--- config.mk ---
export PLATFORM = sky130hd
export DESIGN_NAME = rx_agc_ctrl
export DESIGN_NICKNAME = d
export VERILOG_FILES = /design/src/rtl/rx_agc_pkg.sv /design/src/rtl/rx_agc_window.sv /design/src/rtl/rx_agc_gain.sv /design/src/rtl/rx_agc_slicer.sv /design/src/rtl/rx_agc_ctrl.sv
export SDC_FILE = /design/constraint.sdc
export NUM_CORES = 1
export LEC_CHECK = 0
export BUFFER_PORTS_ARGS = -buffer_cell sky130_fd_sc_hd__buf_2
export CELL_PAD_IN_SITES_DETAIL_PLACEMENT = 1
export CELL_PAD_IN_SITES_GLOBAL_PLACEMENT = 1
export CORE_MARGIN = 5
export CORE_UTILIZATION = 27
export CTS_BUF_LIST = sky130_fd_sc_hd__clkbuf_8
export DETAILED_ROUTE_END_ITERATION = 10
export GPL_TIMING_DRIVEN = 0
export PLACE_DENSITY = 0.52
export RECOVER_POWER = 100
export SLEW_MARGIN = 20
export SYNTH_ARGS = -nofsm -noshare
export SYNTH_HDL_FRONTEND = slang
export SYNTH_HIERARCHICAL = 1
export SYNTH_SLANG_ARGS = --single-unit
--- constraint.sdc ---
create_clock -name clk -period 5.7 [get_ports clk]
set_input_delay 0.57 -clock clk [delete_from_list [all_inputs] [get_ports clk]]
set_output_delay 0.57 -clock clk [all_outputs]
set_load 0.02 [all_outputs]
--- src/rtl/rx_agc_pkg.sv ---
// Shared types and helpers for the receive gain loop.
// Assumes a 6-bit gain code and a pad step of 8 codes.
package rx_agc_pkg;
    localparam int GAIN_W   = 6;
    localparam int PAD_STEP = 8;

    typedef logic [GAIN_W-1:0] gain_t;

    // Ceiling: programmed maximum plus pad offset, saturated to the code range.
    function automatic gain_t ceil_calc(input gain_t gmax, input logic [1:0] pad);
        logic [GAIN_W:0] sum;
        sum = {1'b0, gmax} + (GAIN_W+1)'(PAD_STEP * int'(pad));
        if (sum > (GAIN_W+1)'((1 << GAIN_W) - 1))
            return '1;
        return sum[GAIN_W-1:0];
    endfunction
endpackage

--- src/rtl/rx_agc_window.sv ---
// Observation window timer and peak tracker.
// It counts valid symbols up to a length of 2^(BASE_LOG2 + 2*win_sel).
// It keeps the running peak magnitude, flags the last symbol of each window,
// and latches the finished window's peak for the slicer.
// Assumes win_sel is changed only at window boundaries; a shorter window
// chosen mid-window ends at the next symbol.
module rx_agc_window #(
    parameter int MAG_W     = 7,
    parameter int BASE_LOG2 = 5
) (
    input  logic             clk,
    input  logic             rst_n,
    input  logic             sym_valid,
    input  logic [MAG_W-1:0] mag,
    input  logic [1:0]       win_sel,
    output logic             win_end,
    output logic [MAG_W-1:0] win_peak,
    output logic [MAG_W-1:0] last_peak
);
    localparam int CNT_W = BASE_LOG2 + 6;

    logic [CNT_W-1:0] cnt;
    logic [CNT_W-1:0] cnt_last;
    logic [2:0]       shamt;
    logic [MAG_W-1:0] peak;

    // Terminal count: all-ones shifted down for the shorter windows.
    always_comb begin
        shamt    = 3'd6 - {win_sel, 1'b0};
        cnt_last = {CNT_W{1'b1}} >> shamt;
        win_end  = sym_valid && (cnt >= cnt_last);
        win_peak = (mag > peak) ? mag : peak;
    end

    // Advance the counter and peak; restart both at each window end.
    always_ff @(posedge clk) begin
        if (!rst_n) begin
            cnt       <= '0;
            peak      <= '0;
            last_peak <= '0;
        end else if (sym_valid) begin
            if (win_end) begin
                cnt       <= '0;
                peak      <= '0;
                last_peak <= win_peak;
            end else begin
                cnt  <= cnt + 1'b1;
                peak <= win_peak;
            end
        end
    end
endmodule

--- src/rtl/rx_agc_gain.sv ---
// Gain code stepper.
// Fixed mode: the code follows the ceiling.
// Limit mode: the code is clamped to the ceiling every cycle and stepped by
// one at window ends, from where the window peak sits against the target band.
// Assumes win_peak includes the symbol that closes the window.
module rx_agc_gain
    import rx_agc_pkg::*;
#(
    parameter int MAG_W = 7
) (
    input  logic             clk,
    input  logic             rst_n,
    input  logic             fixed_mode,
    input  gain_t            ceil,
    input  logic             win_end,
    input  logic [MAG_W-1:0] win_peak,
    output gain_t            gain
);
    localparam int FULL_I = (1 << MAG_W) - 1;
    localparam int LOW_I  = (3 * FULL_I) / 4;
    localparam logic [MAG_W-1:0] FULL_LVL = MAG_W'(FULL_I);
    localparam logic [MAG_W-1:0] LOW_LVL  = MAG_W'(LOW_I);

    gain_t clamped;
    gain_t gain_nxt;

    // Next code: follow the ceiling, or clamp then step at window end.
    always_comb begin
        clamped  = (gain > ceil) ? ceil : gain;
        gain_nxt = clamped;
        if (fixed_mode) begin
            gain_nxt = ceil;
        end else if (win_end) begin
            if (win_peak >= FULL_LVL) begin
                if (clamped != '0) gain_nxt = clamped - 1'b1;
            end else if (win_peak < LOW_LVL) begin
                if (clamped < ceil) gain_nxt = clamped + 1'b1;
            end
        end
    end

    // Register the code; reset starts at maximum sensitivity.
    always_ff @(posedge clk) begin
        if (!rst_n) gain <= ceil;
        else        gain <= gain_nxt;
    end
endmodule

--- src/rtl/rx_agc_slicer.sv ---
// Data slicer and eye detector.
// Decides each symbol against half the previous window's peak, tracks whether
// any symbol in the window reached that threshold, and gates the output with
// squelch while the eye is closed.
// Assumes last_peak is stable within a window.
module rx_agc_slicer #(
    parameter int MAG_W = 7
) (
    input  logic             clk,
    input  logic             rst_n,
    input  logic             sym_valid,
    input  logic [MAG_W-1:0] mag,
    input  logic [MAG_W-1:0] last_peak,
    input  logic             win_end,
    input  logic             squelch_en,
    output logic             eye_open,
    output logic             slice_valid,
    output logic             slice_bit
);
    logic [MAG_W-1:0] thresh;
    logic             hit;
    logic             crossed;

    // Threshold at half the previous peak; a mark meets or exceeds it.
    always_comb begin
        thresh = last_peak >> 1;
        hit    = (mag >= thresh);
    end

    // Remember a crossing within the window; publish it at the window end.
    always_ff @(posedge clk) begin
        if (!rst_n) begin
            crossed  <= 1'b0;
            eye_open <= 1'b1;
        end else if (sym_valid) begin
            if (win_end) begin
                crossed  <= 1'b0;
                eye_open <= crossed | hit;
            end else begin
                crossed  <= crossed | hit;
            end
        end
    end

    // Register one decision per symbol, forced low under squelch.
    always_ff @(posedge clk) begin
        if (!rst_n) begin
            slice_valid <= 1'b0;
            slice_bit   <= 1'b0;
        end else begin
            slice_valid <= sym_valid;
            slice_bit   <= sym_valid && hit && (eye_open || !squelch_en);
        end
    end
endmodule

--- src/rtl/rx_agc_ctrl.sv ---
// Top of the receive gain and slicer control loop.
// Converts the signed sample to a saturated magnitude, forms the gain ceiling,
// and ties together the window tracker, gain stepper and slicer.
// Assumes one sample per sym_valid pulse and ADC_W >= 3.
module rx_agc_ctrl
    import rx_agc_pkg::*;
#(
    parameter int ADC_W         = 8,
    parameter int WIN_BASE_LOG2 = 5
) (
    input  logic             clk,
    input  logic             rst_n,
    input  logic             cfg_fixed,
    input  logic [1:0]       cfg_win,
    input  logic [5:0]       cfg_gain_max,
    input  logic [1:0]       cfg_pad,
    input  logic             cfg_squelch,
    input  logic             sym_valid,
    input  logic [ADC_W-1:0] sample,
    output logic [5:0]       gain_code,
    output logic             eye_open,
    output logic             slice_valid,
    output logic             slice_bit
);
    localparam int MAG_W = ADC_W - 1;

    logic [ADC_W-1:0] abs_val;
    logic [MAG_W-1:0] mag;
    logic             win_end;
    logic [MAG_W-1:0] win_peak;
    logic [MAG_W-1:0] last_peak;
    gain_t            gain_ceil;

    // Absolute value; the most negative code saturates to full scale.
    always_comb begin
        abs_val   = sample[ADC_W-1] ? (~sample + 1'b1) : sample;
        mag       = abs_val[ADC_W-1] ? {MAG_W{1'b1}} : abs_val[MAG_W-1:0];
        gain_ceil = ceil_calc(cfg_gain_max, cfg_pad);
    end

    rx_agc_window #(.MAG_W(MAG_W), .BASE_LOG2(WIN_BASE_LOG2)) u_window (
        .clk       (clk),
        .rst_n     (rst_n),
        .sym_valid (sym_valid),
        .mag       (mag),
        .win_sel   (cfg_win),
        .win_end   (win_end),
        .win_peak  (win_peak),
        .last_peak (last_peak)
    );

    rx_agc_gain #(.MAG_W(MAG_W)) u_gain (
        .clk        (clk),
        .rst_n      (rst_n),
        .fixed_mode (cfg_fixed),
        .ceil       (gain_ceil),
        .win_end    (win_end),
        .win_peak   (win_peak),
        .gain       (gain_code)
    );

    rx_agc_slicer #(.MAG_W(MAG_W)) u_slicer (
        .clk         (clk),
        .rst_n       (rst_n),
        .sym_valid   (sym_valid),
        .mag         (mag),
        .last_peak   (last_peak),
        .win_end     (win_end),
        .squelch_en  (cfg_squelch),
        .eye_open    (eye_open),
        .slice_valid (slice_valid),
        .slice_bit   (slice_bit)
    );
endmodule

After elaboration in Yosys (flattened, before gate mapping)
Cells that the tools add are included.
{"block": "totals", "output_inout_bits": 9, "ff_bits": 35}
{"block": "classes", "reduce_logical": 7, "n_addsub": 6, "mux": 17, "magnitude_cmp": 8, "shifts": 1, "n_bitwise": 2}
{"op": "2-to-1 mux 6 bit", "count": 10}
{"op": "2-to-1 mux 7 bit", "count": 3}
{"op": "adder 11 x 1 -> 11 bit, second input constant", "count": 1}
{"op": "greater-or-equal comparator 11 bit", "count": 1}
{"op": "2-to-1 mux 11 bit", "count": 1}
{"op": "right shift 11 x 3 -> 11 bit, first input constant", "count": 1}
{"op": "adder 8 x 1 -> 8 bit, second input constant", "count": 1}
{"op": "2-to-1 mux 8 bit", "count": 1}
{"op": "NOT 8 bit", "count": 1}
{"op": "adder 6 x 5 -> 7 bit", "count": 1}
{"op": "greater-or-equal comparator 7 x 6 -> 1 bit", "count": 1}
{"op": "greater-or-equal comparator 7 bit, second input constant", "count": 1}
{"op": "> comparator 7 x 6 -> 1 bit, second input constant", "count": 1}
{"op": "> comparator 7 bit", "count": 1}
{"op": "less-than comparator 7 bit, second input constant", "count": 1}
{"op": "adder 6 x 1 -> 6 bit, second input constant", "count": 1}
{"op": "> comparator 6 bit", "count": 1}
{"op": "less-than comparator 6 bit", "count": 1}
{"op": "nonzero test 6 bit", "count": 1}
{"op": "subtractor 6 x 1 -> 6 bit, second input constant", "count": 1}
{"op": "logical AND 1 bit", "count": 3}
{"op": "subtractor 3 bit, first input constant", "count": 1}
{"op": "2-to-1 mux 1 bit", "count": 2}
{"op": "AND reduction 2 bit", "count": 1}
{"op": "other kinds (3)", "count": 3}

Longest topological paths before layout
{"block": "depth", "depth_word": 13, "ltp_mapped": 21, "depth_no_buf": 19}

Modules after synthesis
The synthesis kept the hierarchy.
{"mod": "rx_agc_window", "seq_area_each_um2": 500.5, "area_each_um2": 1438.9, "instances": 1, "cells_each": 151}
{"mod": "rx_agc_gain", "seq_area_each_um2": 120.1, "area_each_um2": 1062.3, "instances": 1, "cells_each": 138}
{"mod": "rx_agc_ctrl", "seq_area_each_um2": 0.0, "area_each_um2": 331.6, "instances": 1, "cells_each": 52}
{"mod": "rx_agc_slicer", "seq_area_each_um2": 80.1, "area_each_um2": 311.5, "instances": 1, "cells_each": 37}

Least setup slack after synthesis
Ideal clock, no wire load.
{"block": "synth_timing", "kind": "input-to-reg", "startpoint": "input cfg_gain_max[3]", "endpoint": "register u_gain.gain[4]", "setup_slack_ns": 1.102, "arrival_ns": 4.517, "setup_ns": 0.081, "stages": 19, "cell_sequence": "ha_1 -> fa_1 -> nand2_1 -> nor2_1 -> nor2_1 -> inv_1 -> ha_1 -> a21o_1 -> o31a_4 -> buf_4 -> mux2_2 -> ha_1 -> a21oi_1 -> nor2_1 -> a2111oi_2 -> o21ai_0 -> buf_2 -> or4_1 -> a41oi_1"}
{"block": "synth_between", "elab_chain_len": 13, "elab_cells_between_ends": 17, "cone_classes": "add/sub (3); order compare (3); mux (10); reduce/logical (1)"}
{"element": "start, declared", "line_no": "rx_agc_ctrl.sv:15", "rtl": "input logic [5:0] cfg_gain_max,"}
{"element": "adder 6 x 5 -> 7 bit (*)", "line_no": "rx_agc_pkg.sv:12", "rtl": "sum = {1'b0, gmax} + (GAIN_W+1)'(PAD_STEP * int'(pad));"}
{"element": "> comparator 7 x 6 -> 1 bit", "line_no": "rx_agc_pkg.sv:13", "rtl": "if (sum > (GAIN_W+1)'((1 << GAIN_W) - 1))"}
{"element": "2-to-1 mux 1 bit", "line_no": "rx_agc_pkg.sv:13"}
{"element": "2-to-1 mux 6 bit (*)", "line_no": "rx_agc_pkg.sv:15", "rtl": "return sum[GAIN_W-1:0];"}
{"element": "via gain_ceil[5]", "line_no": "rx_agc_ctrl.sv:32", "rtl": "gain_t gain_ceil;"}
{"element": "> comparator 6 bit", "line_no": "rx_agc_gain.sv:29", "rtl": "clamped = (gain > ceil) ? ceil : gain;"}
{"element": "2-to-1 mux 6 bit", "line_no": "rx_agc_gain.sv:29"}
{"element": "adder 6 x 1 -> 6 bit or less-than comparator 6 bit (tied branches)", "line_no": "rx_agc_gain.sv:37", "rtl": "if (clamped < ceil) gain_nxt = clamped + 1'b1;"}
{"element": "2-to-1 mux 6 bit", "line_no": "rx_agc_gain.sv:37"}
{"element": "2-to-1 mux 6 bit", "line_no": "rx_agc_gain.sv:36", "rtl": "end else if (win_peak < LOW_LVL) begin"}
{"element": "2-to-1 mux 6 bit", "line_no": "rx_agc_gain.sv:34", "rtl": "if (win_peak >= FULL_LVL) begin"}
{"element": "2-to-1 mux 6 bit (*)", "line_no": "rx_agc_gain.sv:33", "rtl": "end else if (win_end) begin"}
{"element": "2-to-1 mux 6 bit (*)", "line_no": "rx_agc_gain.sv:31", "rtl": "if (fixed_mode) begin"}
{"element": "2-to-1 mux 6 bit (*)", "line_no": "rx_agc_gain.sv:44", "rtl": "if (!rst_n) gain <= ceil;"}
{"element": "end signal, assigned", "line_no": "rx_agc_gain.sv:44"}
{"element": "end signal, assigned", "line_no": "rx_agc_gain.sv:45", "rtl": "else gain <= gain_nxt;"}
{"element": "end, declared", "line_no": "rx_agc_gain.sv:17", "rtl": "output gain_t gain"}
The timed path passes the listed nets; every way through them passes the cells marked *.
A chain may end at the register's enable or synchronous reset.

Final worst setup path
Ends and elaborated chain as after synthesis.

==> impl_metrics.env <==
export IMPL_outcome="complete, no violations"
export IMPL_syn_area_per_cell_sq_um=8.29
export IMPL_critPathCaptureType="register"
export IMPL_start_util_pct=27.3
export IMPL_overflow=0
export IMPL_worst_pin_slew_ps=812
export IMPL_cap_viol_max_count=0
export IMPL_die_h_um=117
export IMPL_cts_hold_fix_buffers=0
export IMPL_drt_first_iter_violations=118
export IMPL_cp_required_ps=5910
export IMPL_layout_worst_path_cycle_share_pct=89.0
export IMPL_worstPathCellList="buf_2, ha_1, fa_1, nand2_1, nor2_1, nor2_1, inv_1, ha_1, nand4_1, a21oi_1, o31a_4, buf_4, mux2_2, ha_1, a21oi_1, nor2_1, a2111oi_2, o21ai_0, clkbuf_1, or4_1, a41oi_1"
export IMPL_syn_inst=375
export IMPL_critPathMaxStageDelay_ps=520
export IMPL_gp_congestion=0.793
export IMPL_core_area_sq_um=11400
export IMPL_fin_setup_tns_ps=0
export IMPL_finClkSkew_ps=5.45
export IMPL_post_drt_wl_per_cell_um=16.7
export IMPL_peakVddDrop_uv=78.0
export IMPL_viasPerCell=5.26
export IMPL_grt_usage_pct=14.2
export IMPL_path_class="input port to register"
export IMPL_min_period_ps=5070
export IMPL_ant_nets=0
export IMPL_grt_pass1_vias=3018
export IMPL_cts_tree="built"
export IMPL_critPathCapture="u_gain/gain[4]"
export IMPL_crit_reg2reg_launch="u_gain/gain[0]"
export IMPL_clock_latency_ps=280
export IMPL_r2r_slack_ps=1700
export IMPL_ctsResizeCount=0
export IMPL_arrival_ps=5280
export IMPL_slowest_stage="or4_1"
export IMPL_grt_pass1_wl_um=15500
export IMPL_r2r_worst_path_cells=15
export IMPL_rsz0062_at_grt="false"
export IMPL_area_growth_pct=12.2
export IMPL_rows=39
export IMPL_dpl_hpwl_um=7420
export IMPL_drc_errors=0
export IMPL_cts_path_max_buffers=2
export IMPL_yosysWarnings=6
export IMPL_antenna_cells=0
export IMPL_dr_total_vias=2929
export IMPL_die_area_sq_um=13800
export IMPL_ios=32
export IMPL_postPlaceCellArea_sq_um=3440
export IMPL_hold_path_class="register to register"
export IMPL_final_nets=472
export IMPL_fin_area_sq_um=3490
export IMPL_cp_max_fo=10
export IMPL_power_density_nw_per_um2=245
export IMPL_start_kind="input port"
export IMPL_hold_violations=0
export IMPL_relSlewSlack_pct=45.5
export IMPL_leakagePower_nw=1.44
export IMPL_postCtsSetupBuffers=0
export IMPL_timing_rr_end="u_gain/gain[4]"
export IMPL_root_buffer="clkbuf_8"
export IMPL_fmax_ghz=0.197
export IMPL_final_setup_worst_slack_ps=627
export IMPL_clkTransAtPathRegs_ps=70
export IMPL_setup_viol=0
export IMPL_first_pass_iters=4
export IMPL_drv_slew=0
export IMPL_drive_above_1_share_pct=11.6
export IMPL_numCtsBuffers=5
export IMPL_antenna_found_initial=0
export IMPL_syn_num_nets=434
export IMPL_pre_cts_ws_ps=399
export IMPL_wl_um=9290
export IMPL_h_tree_depth=2
export IMPL_clock_sinks=34
export IMPL_grt_max_degree=12
export IMPL_netlist_area_sq_um=3110
export IMPL_io_buffers=31
export IMPL_crit_path_start="cfg_gain_max[3]"
export IMPL_die_x_um=117
per-layer routing:
| layer | wire length (um) | global-route usage (%) | vias to the layer above |
|---|---|---|---|
| li1 | - | - | 1463 |
| met1 | 4600 | 19.7 | 1420 |
| met2 | 4280 | 23.4 | 42 |
| met3 | 341 | 1.95 | 4 |
| met4 | 75 | 2.98 | 0 |
| met5 | 0 | 0 | - |
placed cells by master (no fill, tap or decap), types with 3 or more instances in the layout:
| cell type | count |
|---|---|
| a21boi_0 | 3 |
| o211ai_1 | 3 |
| mux2_2 | 3 |
| a41oi_1 | 4 |
| o22ai_1 | 4 |
| xnor2_1 | 7 |
| clkbuf_8 | 8 |
| and3_1 | 16 |
| dfxtp_1 | 34 |
| mux2_1 | 6 |
| nor2_1 | 29 |
| o21ai_0 | 8 |
| a21oi_1 | 17 |
| nor4_1 | 4 |
| inv_1 | 35 |
| clkbuf_1 | 20 |
| nand2b_1 | 11 |
| nand3_1 | 12 |
| ha_1 | 35 |
| a31o_2 | 3 |
| a21o_1 | 4 |
| nand3b_1 | 3 |
| nor2b_1 | 4 |
| o31a_1 | 6 |
| nand4_1 | 9 |
| nand2_1 | 32 |
| a31oi_1 | 4 |
| or4_1 | 3 |
| mux2_4 | 3 |
| nor3_1 | 9 |
| a32o_1 | 7 |
| buf_2 | 20 |
| o21a_1 | 7 |
worst max-delay path, delay by kind of cell:
family	cells	cell delay, ps
adders and majority gates	4	1240
AOI/OAI and AO/OA	6	1250
muxes	1	380
buffers and inverters	4	730
and+or+nand+nor	6	1100
sequential cells by signal, indices dropped and copies added (netlist names):
signal	count
u_slicer/eye_open	1
u_window/last_peak	6
u_slicer/slice_bit	1
u_slicer/slice_valid	1
u_gain/gain	6
u_window/cnt	11
u_slicer/crossed	1
u_window/peak	7
final cells by class:
type	count	area [sq um]
Sequential cell	34	681
Buffer	13	65.1
Inverter	35	131
Tap cell	143	179
Timing Repair Buffer	31	140
Fill cell	1384	7880
Clock buffer	8	110
Multi-Input combinational cell	293	2180
per-stage QoR:
step | std cells | util, % | hold slack, ps | total power, mW
global route | 557 | 30.7 | 554 | 0.920
finish | 557 | 30.7 | 526 | 0.854
detailed placement | 549 | 30.3 | 510 | 0.659
floorplan | 375 | - | 477 | 0.554
global placement | 549 | 30.3 | 503 | 0.653
CTS | 557 | 31.2 | 522 | 0.883
worst min path at each step:
stage | startpoint | endpoint | slack [ps] | cells after the start
3_3_place_gp | u_slicer/eye_open | u_slicer/eye_open | 500 | 2
2_1_floorplan | u_window/cnt[2] | u_window/cnt[2] | 480 | 2
4_1_cts | u_slicer/eye_open | u_slicer/eye_open | 520 | 2
5_1_grt | u_window/peak[6] | u_window/peak[6] | 550 | 1
6_report | u_slicer/eye_open | u_slicer/eye_open | 530 | 2
3_5_place_dp | u_slicer/eye_open | u_slicer/eye_open | 510 | 2
power by group:
group / internal (mW) / total (mW) / switching [mW]
clock network: 0.122 / 0.214 / 0.0921
registers: 0.253 / 0.275 / 0.0224
logic: 0.148 / 0.365 / 0.217
No activity file was read; power rests on OpenSTA's default activity.
